**config.mk**
```make
export PLATFORM = sky130hd
export DESIGN_NAME = nvm_keyctl
export DESIGN_NICKNAME = d
export VERILOG_FILES = /design/src/rtl/nvm_keyctl_pkg.sv /design/src/rtl/nvm_key_seq.sv /design/src/rtl/nvm_ctrl_reg.sv /design/src/rtl/nvm_cmd_latch.sv /design/src/rtl/nvm_keyctl.sv
export SDC_FILE = /design/constraint.sdc
export NUM_CORES = 1
export LEC_CHECK = 0
export BUFFER_PORTS_ARGS = -buffer_cell sky130_fd_sc_hd__clkbuf_2
export CAP_MARGIN = 20
export CORE_ASPECT_RATIO = 1.75
export CORE_MARGIN = 2
export CORE_UTILIZATION = 54
export DETAILED_ROUTE_END_ITERATION = 7
export PLACE_DENSITY = 0.76
export SLEW_MARGIN = 10
export SYNTH_ARGS = -nofsm -noshare
export SYNTH_HDL_FRONTEND = slang
export SYNTH_SLANG_ARGS = --single-unit
```
**constraint.sdc**
```tcl
create_clock -name clk_i -period 2.01 [get_ports clk_i]
set_input_delay 0.201 -clock clk_i [delete_from_list [all_inputs] [get_ports clk_i]]
set_output_delay 0.201 -clock clk_i [all_outputs]
set_load 0.02 [all_outputs]
```
**src/rtl/nvm_keyctl_pkg.sv**
```systemverilog
package nvm_keyctl_pkg;
  localparam int unsigned BUS_W = 32;
  localparam int unsigned OP_W  = 4;

  localparam logic [7:0] OFS_CTRL     = 8'h00;
  localparam logic [7:0] OFS_CTRL_CLR = 8'h04;
  localparam logic [7:0] OFS_CTRL_SET = 8'h08;
  localparam logic [7:0] OFS_KEY      = 8'h10;
  localparam logic [7:0] OFS_ADDR     = 8'h20;
  localparam logic [7:0] OFS_DATA     = 8'h30;

  localparam int unsigned BIT_START = 15;
  localparam int unsigned BIT_WREN  = 14;
  localparam int unsigned BIT_WRERR = 13;
  localparam int unsigned BIT_LVERR = 12;

  localparam logic [OP_W-1:0] OP_NOP   = 4'd0;
  localparam logic [OP_W-1:0] OP_PROG  = 4'd1;
  localparam logic [OP_W-1:0] OP_ERASE = 4'd4;

  localparam logic [BUS_W-1:0] KEY_W0 = 32'h0000_0000;
  localparam logic [BUS_W-1:0] KEY_W1 = 32'hAA99_6655;
  localparam logic [BUS_W-1:0] KEY_W2 = 32'h5566_99AA;

  typedef enum logic [1:0] {KS_IDLE, KS_ONE, KS_TWO, KS_OPEN} key_state_e;
  typedef enum logic [1:0] {WM_PLAIN, WM_CLR, WM_SET} wmode_e;
endpackage

```
**src/rtl/nvm_key_seq.sv**
```systemverilog
module nvm_key_seq
  import nvm_keyctl_pkg::*;
(
  input  logic             clk_i,
  input  logic             rst_ni,
  input  logic             key_we_i,
  input  logic [BUS_W-1:0] key_val_i,
  input  logic             consume_i,
  output logic             unlocked_o
);
  key_state_e state_q, state_d;

  always_comb begin
    state_d = state_q;
    if (key_we_i) begin
      unique case (state_q)
        KS_IDLE: state_d = (key_val_i == KEY_W0) ? KS_ONE  : KS_IDLE;
        KS_ONE:  state_d = (key_val_i == KEY_W1) ? KS_TWO  : KS_IDLE;
        KS_TWO:  state_d = (key_val_i == KEY_W2) ? KS_OPEN : KS_IDLE;
        default: state_d = KS_IDLE;
      endcase
    end else if (consume_i) begin
      state_d = KS_IDLE;
    end
  end

  always_ff @(posedge clk_i or negedge rst_ni) begin
    if (!rst_ni) state_q <= KS_IDLE;
    else         state_q <= state_d;
  end

  assign unlocked_o = (state_q == KS_OPEN);
endmodule

```
**src/rtl/nvm_ctrl_reg.sv**
```systemverilog
module nvm_ctrl_reg
  import nvm_keyctl_pkg::*;
(
  input  logic             clk_i,
  input  logic             rst_ni,
  input  logic             wr_i,
  input  wmode_e           wmode_i,
  input  logic             wstart_i,
  input  logic             wwren_i,
  input  logic [OP_W-1:0]  wop_i,
  input  logic             unlocked_i,
  input  logic             done_i,
  input  logic             be_wrerr_i,
  input  logic             be_lverr_i,
  output logic [BUS_W-1:0] ctrl_o,
  output logic             busy_o,
  output logic             launch_o,
  output logic [OP_W-1:0]  op_o
);
  logic            busy_q, wren_q, wrerr_q, lverr_q;
  logic [OP_W-1:0] op_q;
  logic            req, req_w, m_wren;
  logic [OP_W-1:0] m_op;

  always_comb begin
    unique case (wmode_i)
      WM_CLR: begin
        req    = 1'b0;
        m_wren = wren_q & ~wwren_i;
        m_op   = op_q & ~wop_i;
      end
      WM_SET: begin
        req    = wstart_i;
        m_wren = wren_q | wwren_i;
        m_op   = op_q | wop_i;
      end
      default: begin
        req    = wstart_i;
        m_wren = wwren_i;
        m_op   = wop_i;
      end
    endcase
  end

  assign req_w    = wr_i & req;
  assign launch_o = req_w & wren_q & unlocked_i & ~busy_q;

  always_ff @(posedge clk_i or negedge rst_ni) begin
    if (!rst_ni) begin
      busy_q  <= 1'b0;
      wren_q  <= 1'b0;
      wrerr_q <= 1'b0;
      lverr_q <= 1'b0;
      op_q    <= OP_NOP;
    end else begin
      // fields move only on writes without a start request
      if (wr_i && !req) begin
        wren_q <= m_wren;
        if (!busy_q) op_q <= m_op;
      end
      if (launch_o) begin
        busy_q <= 1'b1;
      end else if (busy_q && done_i) begin
        busy_q <= 1'b0;
        if (op_q == OP_NOP) begin
          wrerr_q <= 1'b0;
          lverr_q <= 1'b0;
        end else begin
          wrerr_q <= wrerr_q | be_wrerr_i;
          lverr_q <= lverr_q | be_lverr_i;
        end
      end
      if (req_w && busy_q) wrerr_q <= 1'b1;
    end
  end

  always_comb begin
    ctrl_o            = '0;
    ctrl_o[OP_W-1:0]  = op_q;
    ctrl_o[BIT_START] = busy_q;
    ctrl_o[BIT_WREN]  = wren_q;
    ctrl_o[BIT_WRERR] = wrerr_q;
    ctrl_o[BIT_LVERR] = lverr_q;
  end

  assign busy_o = busy_q;
  assign op_o   = op_q;
endmodule

```
**src/rtl/nvm_cmd_latch.sv**
```systemverilog
module nvm_cmd_latch
  import nvm_keyctl_pkg::*;
#(
  parameter int unsigned ADDR_W     = 32,
  parameter int unsigned PAGE_BYTES = 16384
) (
  input  logic              clk_i,
  input  logic              rst_ni,
  input  logic              addr_we_i,
  input  logic              data_we_i,
  input  logic [BUS_W-1:0]  wdata_i,
  input  logic              busy_i,
  input  logic              launch_i,
  input  logic [OP_W-1:0]   op_i,
  output logic [ADDR_W-1:0] addr_o,
  output logic [BUS_W-1:0]  data_o,
  output logic              be_start_o,
  output logic [OP_W-1:0]   be_op_o,
  output logic [ADDR_W-1:0] be_addr_o,
  output logic [BUS_W-1:0]  be_data_o
);
  localparam logic [ADDR_W-1:0] PAGE_MASK = ~ADDR_W'(PAGE_BYTES - 1);
  localparam logic [ADDR_W-1:0] WORD_MASK = ~ADDR_W'(3);

  logic [ADDR_W-1:0] addr_q, aligned;
  logic [BUS_W-1:0]  data_q;

  assign aligned = addr_q & ((op_i == OP_ERASE) ? PAGE_MASK : WORD_MASK);

  always_ff @(posedge clk_i or negedge rst_ni) begin
    if (!rst_ni) begin
      addr_q     <= '0;
      data_q     <= '0;
      be_start_o <= 1'b0;
      be_op_o    <= OP_NOP;
      be_addr_o  <= '0;
      be_data_o  <= '0;
    end else begin
      if (addr_we_i && !busy_i) addr_q <= wdata_i[ADDR_W-1:0];
      if (data_we_i && !busy_i) data_q <= wdata_i;
      be_start_o <= launch_i;
      if (launch_i) begin
        be_op_o   <= op_i;
        be_addr_o <= aligned;
        be_data_o <= data_q;
      end
    end
  end

  assign addr_o = addr_q;
  assign data_o = data_q;
endmodule

```
**src/rtl/nvm_keyctl.sv**
```systemverilog
module nvm_keyctl
  import nvm_keyctl_pkg::*;
#(
  parameter int unsigned ADDR_W     = 32,
  parameter int unsigned PAGE_BYTES = 16384
) (
  input  logic              clk_i,
  input  logic              rst_ni,
  input  logic              reg_we_i,
  input  logic [7:0]        reg_addr_i,
  input  logic [31:0]       reg_wdata_i,
  output logic [31:0]       reg_rdata_o,
  output logic              be_start_o,
  output logic [3:0]        be_op_o,
  output logic [ADDR_W-1:0] be_addr_o,
  output logic [31:0]       be_data_o,
  input  logic              be_done_i,
  input  logic              be_wrerr_i,
  input  logic              be_lverr_i
);
  logic              sel_ctrl, key_we, addr_we, data_we, ctrl_we;
  wmode_e            wmode;
  logic              unlocked, busy, launch;
  logic [BUS_W-1:0]  ctrl_q, data_q;
  logic [ADDR_W-1:0] addr_q;
  logic [OP_W-1:0]   op_q;

  always_comb begin
    sel_ctrl = 1'b1;
    wmode    = WM_PLAIN;
    unique case (reg_addr_i)
      OFS_CTRL:     wmode = WM_PLAIN;
      OFS_CTRL_CLR: wmode = WM_CLR;
      OFS_CTRL_SET: wmode = WM_SET;
      default:      sel_ctrl = 1'b0;
    endcase
  end

  assign ctrl_we = reg_we_i & sel_ctrl;
  assign key_we  = reg_we_i & (reg_addr_i == OFS_KEY);
  assign addr_we = reg_we_i & (reg_addr_i == OFS_ADDR);
  assign data_we = reg_we_i & (reg_addr_i == OFS_DATA);

  nvm_key_seq i_key_seq (
    .clk_i      (clk_i),
    .rst_ni     (rst_ni),
    .key_we_i   (key_we),
    .key_val_i  (reg_wdata_i),
    .consume_i  (ctrl_we),
    .unlocked_o (unlocked)
  );

  nvm_ctrl_reg i_ctrl_reg (
    .clk_i      (clk_i),
    .rst_ni     (rst_ni),
    .wr_i       (ctrl_we),
    .wmode_i    (wmode),
    .wstart_i   (reg_wdata_i[BIT_START]),
    .wwren_i    (reg_wdata_i[BIT_WREN]),
    .wop_i      (reg_wdata_i[OP_W-1:0]),
    .unlocked_i (unlocked),
    .done_i     (be_done_i),
    .be_wrerr_i (be_wrerr_i),
    .be_lverr_i (be_lverr_i),
    .ctrl_o     (ctrl_q),
    .busy_o     (busy),
    .launch_o   (launch),
    .op_o       (op_q)
  );

  nvm_cmd_latch #(
    .ADDR_W     (ADDR_W),
    .PAGE_BYTES (PAGE_BYTES)
  ) i_cmd_latch (
    .clk_i      (clk_i),
    .rst_ni     (rst_ni),
    .addr_we_i  (addr_we),
    .data_we_i  (data_we),
    .wdata_i    (reg_wdata_i),
    .busy_i     (busy),
    .launch_i   (launch),
    .op_i       (op_q),
    .addr_o     (addr_q),
    .data_o     (data_q),
    .be_start_o (be_start_o),
    .be_op_o    (be_op_o),
    .be_addr_o  (be_addr_o),
    .be_data_o  (be_data_o)
  );

  always_comb begin
    unique case (reg_addr_i)
      OFS_CTRL, OFS_CTRL_CLR, OFS_CTRL_SET: reg_rdata_o = ctrl_q;
      OFS_ADDR: reg_rdata_o = 32'(addr_q);
      OFS_DATA: reg_rdata_o = data_q;
      default:  reg_rdata_o = '0;
    endcase
  end
endmodule

```
# [Yosys cells after proc, flatten, opt, wreduce, memory -nomap -nowiden]
# Index checks and enable logic that the tools add are counted.
[totals] input_bits=46 ff_bits=143
[op_classes] eq_ne=14 n_reduce_logical=18 mux=20 bitwise=19
[ops] operator="one-hot mux 32 bit (3 select lines)" n=1
[ops] operator="bitwise AND 32 bit" n=1
[ops] operator="equality test 32 x 31 -> 1 bit (second input constant)" n=1
[ops] operator="equality test 32 bit (second input constant)" n=1
[ops] operator="logical NOT 32 bit" n=1
[ops] operator="equality test 8 x 6 -> 1 bit (second input constant)" n=2
[ops] operator="two-way mux 14 bit" n=1
[ops] operator="two-way mux 1 bit" n=10
[ops] operator="bitwise AND 1 bit" n=9
[ops] operator="equality test 8 x 3 -> 1 bit (second input constant)" n=1
[ops] operator="equality test 8 x 4 -> 1 bit (second input constant)" n=1
[ops] operator="equality test 8 x 5 -> 1 bit (second input constant)" n=1
[ops] operator="logical NOT 8 bit" n=1
[ops] operator="two-way mux 2 bit" n=4
[ops] operator="one-hot mux 4 bit (2 select lines)" n=1
[ops] operator="equality test 2 bit (second input constant)" n=3
[ops] operator="one-hot mux 2 bit (3 select lines)" n=1
[ops] operator="AND reduction 2 bit" n=3
[ops] operator="nonzero test 2 bit" n=3
[ops] operator="logical AND 1 bit" n=5
[ops] operator="bitwise AND 4 bit" n=1
[ops] operator="equality test 2 x 1 -> 1 bit (second input constant)" n=2
[ops] operator="equality test 4 x 3 -> 1 bit (second input constant)" n=1
[ops] operator="logical NOT 4 bit" n=1
[ops] operator="10 further kinds" n=15

# [Depth between registers and ports, before layout]
[logic_depth] depth_word=10 depth_mapped=11 ltp_nobuf=9

# [Modules after synthesis]
# From an unflattened synthesis, not the netlist that was laid out.
[hier_totals] hier_cells=534 area_unflattened_um2=7412.1
[modules_own_cells] module="nvm_cmd_latch" cells_per_inst=327 seq_area_each_um2=3278.1 n_inst=1 area_per_inst_um2=5387.7
[modules_own_cells] module="nvm_keyctl" cells_per_inst=89 seq_area_each_um2=0.0 n_inst=1 area_per_inst_um2=963.4
[modules_own_cells] module="nvm_ctrl_reg" cells_per_inst=84 seq_area_each_um2=200.2 n_inst=1 area_per_inst_um2=804.5
[modules_own_cells] module="nvm_key_seq" cells_per_inst=34 seq_area_each_um2=50.0 n_inst=1 area_per_inst_um2=256.5

# [Worst setup path before layout]
# OpenSTA, ideal clock, no wires.
[synth_path] kind="input to register" from="in reg_addr_i[1]" to="reg i_cmd_latch.be_addr_o[14]" arrival_time_ns=2.081 stages=9 required_ns=1.885 path_buffers=2 setup_ns=0.125 setup_slack_ns=-0.196 cell_sequence="nor4_4 -> nand4b_1 -> ha_1 -> inv_1 -> nand2_1 -> or3_1 -> buf_6 -> buf_12 -> mux2_4"
[synth_between] elab_chain_len=8 elab_cells_between_ends=13 cone_classes="3 x eq/ne; 3 x mux; 5 x bitwise; 2 x reduce/logical"
[synth_rtl] element="start, declared" line="nvm_keyctl.sv:10" text="input logic [7:0] reg_addr_i,"
[synth_rtl] element="equality test 8 x 4 -> 1 bit, or another cell as far along" line="nvm_keyctl.sv:31" text="unique case (reg_addr_i)"
[synth_rtl] element="one-hot mux 2 bit (2 select lines) or OR reduction 3 bit (tied branches)"
[synth_rtl] element="equality test 2 x 1 -> 1 bit or two-way mux 1 bit (tied branches)" line="nvm_ctrl_reg.sv:26, nvm_keyctl.sv:31"
[synth_rtl] element="two-way mux 1 bit or bitwise AND 1 bit (tied branches)" line="nvm_ctrl_reg.sv:26, nvm_keyctl.sv:39"
[synth_rtl] element="bitwise AND 1 bit *" line="nvm_ctrl_reg.sv:45" text="assign req_w = wr_i & req;"
[synth_rtl] element="bitwise AND 1 bit * (3 in a row)" line="nvm_ctrl_reg.sv:46" text="assign launch_o = req_w & wren_q & unlocked_i & ~busy_q;"
[synth_rtl] element="end signal, assigned" line="nvm_cmd_latch.sv:44" text="be_addr_o <= aligned;"
[synth_rtl] element="end, declared" line="nvm_cmd_latch.sv:19" text="output logic [ADDR_W-1:0] be_addr_o,"
# Mark *: on every way between the ends. The rest lies on a longest branch, timed or not.
# A chain may end at the register's enable or synchronous reset.

# [Final worst setup path]
[layout_path] from="in reg_addr_i[1]" to="out reg_rdata_o[6]"
[layout_between] elab_chain_len=3 elab_cells_between_ends=7 cone_classes="4 x eq/ne; 1 x mux; 2 x reduce/logical"
[layout_rtl] element="equality test 8 x 3 -> 1 bit, or another cell as far along" line="nvm_keyctl.sv:92" text="unique case (reg_addr_i)"
[layout_rtl] element="OR reduction 3 bit (no source line)"
[layout_rtl] element="one-hot mux 32 bit (3 select lines) *" line="nvm_keyctl.sv:92"
[layout_rtl] element="end, declared" line="nvm_keyctl.sv:12" text="output logic [31:0] reg_rdata_o,"
# Marked as above.

==> results.ini <==
[grt]
grt_max_degree=51
antenna_found_initial=0
overflow=0
grt_pass1_vias=4731
grt_pass1_wl_um=25500
track_usage_pct=26.6

[clocking]
cts-root-buf=clkbuf_16
insertion_delay_ns=0.41
clkSlewWorstSetupHoldPaths_ns=0.05
cts_sinks=141
cts_tree=done
ctsLongestPathBuffers=2
htreeDepth=4
numCtsBuffers=17

[floorplanning]
num_rows=52
initial_utilization_pct=55.0
die_x_um=85.6
io_pins=147
die_h_um=147
core_area_mm2=0.0115
dieArea_mm2=0.0126

[layout]
post-route-util_pct=70.0
layout-area-overhead-vs-synth_pct=27.3
fin_nets=672
antenna_cells=0
layout-drive-gt1-share_pct=51.1
fin_cells=771

[pwr]
peakVddDrop_uv=661
p_total_mw=6.60
leakage_nw=4.37
power.density_mw_per_mm2=823

[critical_path]
cp.arrival_ns=1.77
required_ns=1.81
critPathCaptureType=primary output
cp_cell_sequence=clkbuf_2 -> nor4_4 -> buf_4 -> nand3_4 -> buf_6 -> nor2_4 -> buf_4 -> a22o_1 -> clkbuf_2
crit_path_top_delay_cell=nor4_4
rrSetupSlack_ns=0.25
crit_fanout=8
cp_slowest_stage_delay_ns=0.30
critical_path_class=input port to primary output
cp-start-kind=input port

[sta]
final-hold-violation-count=0
grt_setup_unrepaired=yes
drv_slew=0
setup_viol=0
fin_skew_ns=0.0101
fin_tns_setup_ns=0
fin_crit_ns=1.97
fin_ws_ns=0.0416
fin_crit_sh_pct=97.9
fmax_ghz=0.508

[route]
drtIter0Drc=304
drc=0
vias=4540
dr.pass1.iters=5
totalWireLength_um=16400
routed_via_density=5.89
ant_nets=0
wl_per_cell_um=21.3

[placed_design]
place_congestion=0.867
hpwl_um=11300
dp_cells=736
dp_slack_ns=-0.178
io_buffers=144

[yosys]
netlist_area_mm2=0.00630
yosysTopAreaCell=dfrtp_1
syn_inst=454
synth_top_area_share_pct=56.0
synth_flop_cell=dfrtp_1
ys_ff_latch=141
ys_types=38
ys_seq_area_share_pct=56.0
synth_area_leaders=dfrtp_1 56%, mux2_4 13%, mux2_2 9.8%, a22o_1 3.3%, nand2_1 1.9%
async_flop_share_pct=100
synth_area_per_cell_um2=13.9
ys.warnings.count=0
synth-edff-count=0

[job]
drv_cap=0

[outcome]
status=complete, no violations

[min_path]
hold_path_class=input port to flop

power by group:
part,total (mW),switching (mW),internal [mW]
clock network,3.34,1.17,2.17
registers,2.97,0.0630,2.91
logic,0.294,0.178,0.116
worst paths after layout:
path                                      startpoint                        end  depth (start not counted)
max                                    reg_addr_i[1]             reg_rdata_o[6]                          9
min                                        be_done_i          i_ctrl_reg.busy_o                          2
max reg2reg                        i_ctrl_reg.busy_o  i_cmd_latch.be_addr_o[30]                          5
min reg2reg                i_cmd_latch.be_addr_o[12]  i_cmd_latch.be_addr_o[12]                          2
max in group asynchronous                     rst_ni  i_cmd_latch.be_data_o[29]                          3
min in group asynchronous                     rst_ni   i_cmd_latch.be_addr_o[5]                          2
final cells by class:
cell class	count	area (um2)
sequential	141	3530
fill	812	3430
multi-input combinational	272	2530
timing repair buffer	177	1100
clock buffer	21	470
tap	135	169
clock inverter	10	161
inverter	15	56.3
stage by stage:
step,instance area (um2),hold slack (ns)
global placement,7310,0.174
CTS,7980,0.0397
floorplan,6310,-0.0946
detailed placement,7310,0.177
finish,8020,0.0562
global route,8020,0.0558
timing repair:
| action | in CTS | in global routing |
|---|---|---|
| gates resized for setup | 6 | 10 |
| hold buffers | 1 | 0 |
| pin swaps | 0 | 4 |
| endpoints found under the hold margin | 48 | 0 |
| gates cloned | 2 | 0 |
| buffers inserted | 0 | 1 |
| endpoints found under the setup margin | 13 | 28 |
critical path: cells and delay by family:
family	cells	cell delay (ns)
buffers and inverters	5	0.83
and+or+nand+nor	3	0.57
AOI/OAI and AO/OA	1	0.17
metal layers:
metal / global-route usage (%) / part of all wire [%] / up-vias
li1: - / - / 1999
met3: 7.47 / 5.9 / 34
met4: 10.0 / 2.3 / 0
met1: 30.3 / 37 / 2304
met5: 0 / 0 / -
met2: 46.9 / 55 / 203
cells by family after synthesis:
kind of cell | count (synthesis) | share of synthesized area, %
compound gates | 71 | 7.93
fa+ha+maj | 2 | 0.397
buf+inv | 42 | 4.43
flops | 141 | 56.0
mux | 119 | 24.5
other cells | 1 | 0.0595
simple gates | 78 | 6.68
Yosys cell counts, drive strengths merged, types with 2 or more instances:
master  number
dfrtp      141
nor3         2
nand2       32
clkbuf       9
a222oi       8
a22o        24
and2         2
nand4        8
inv         15
nand4b       3
o21ai       23
a21oi       10
mux2       118
nand3        3
or3          2
ha           2
buf         18
and4         2
nor4        11
a31oi        3
nor2         9
sequential cells by signal, indices dropped and copies added, names as in the netlist:
register                cells
i_cmd_latch.addr_o         32
i_cmd_latch.be_addr_o      30
i_cmd_latch.be_data_o      32
i_cmd_latch.be_op_o         4
i_cmd_latch.be_start_o      1
i_cmd_latch.data_o         32
i_ctrl_reg.busy_o           1
i_ctrl_reg.lverr_q          1
i_ctrl_reg.op_o             4
i_ctrl_reg.wren_q           1
i_ctrl_reg.wrerr_q          1
i_key_seq.state_q           2
cell usage in the layout, fill, tap and decap left out, types with 2 or more instances in the layout:
master,n
a21oi_1,10
a222oi_1,8
a22o_1,24
a31oi_1,3
and4_1,2
buf_12,8
buf_4,22
buf_6,4
bufinv_16,4
clkbuf_16,17
clkbuf_2,140
clkbuf_8,3
clkinv_2,2
clkinvlp_4,3
conb_1,2
dfrtp_1,141
inv_1,14
mux2_1,9
mux2_2,55
mux2_4,54
nand2_1,31
nand3_1,2
nand4_1,8
nand4b_1,2
nor2_1,7
nor2_4,2
nor3_1,2
nor4_1,10
o21ai_0,23
Power figures use the tool's default switching activity.
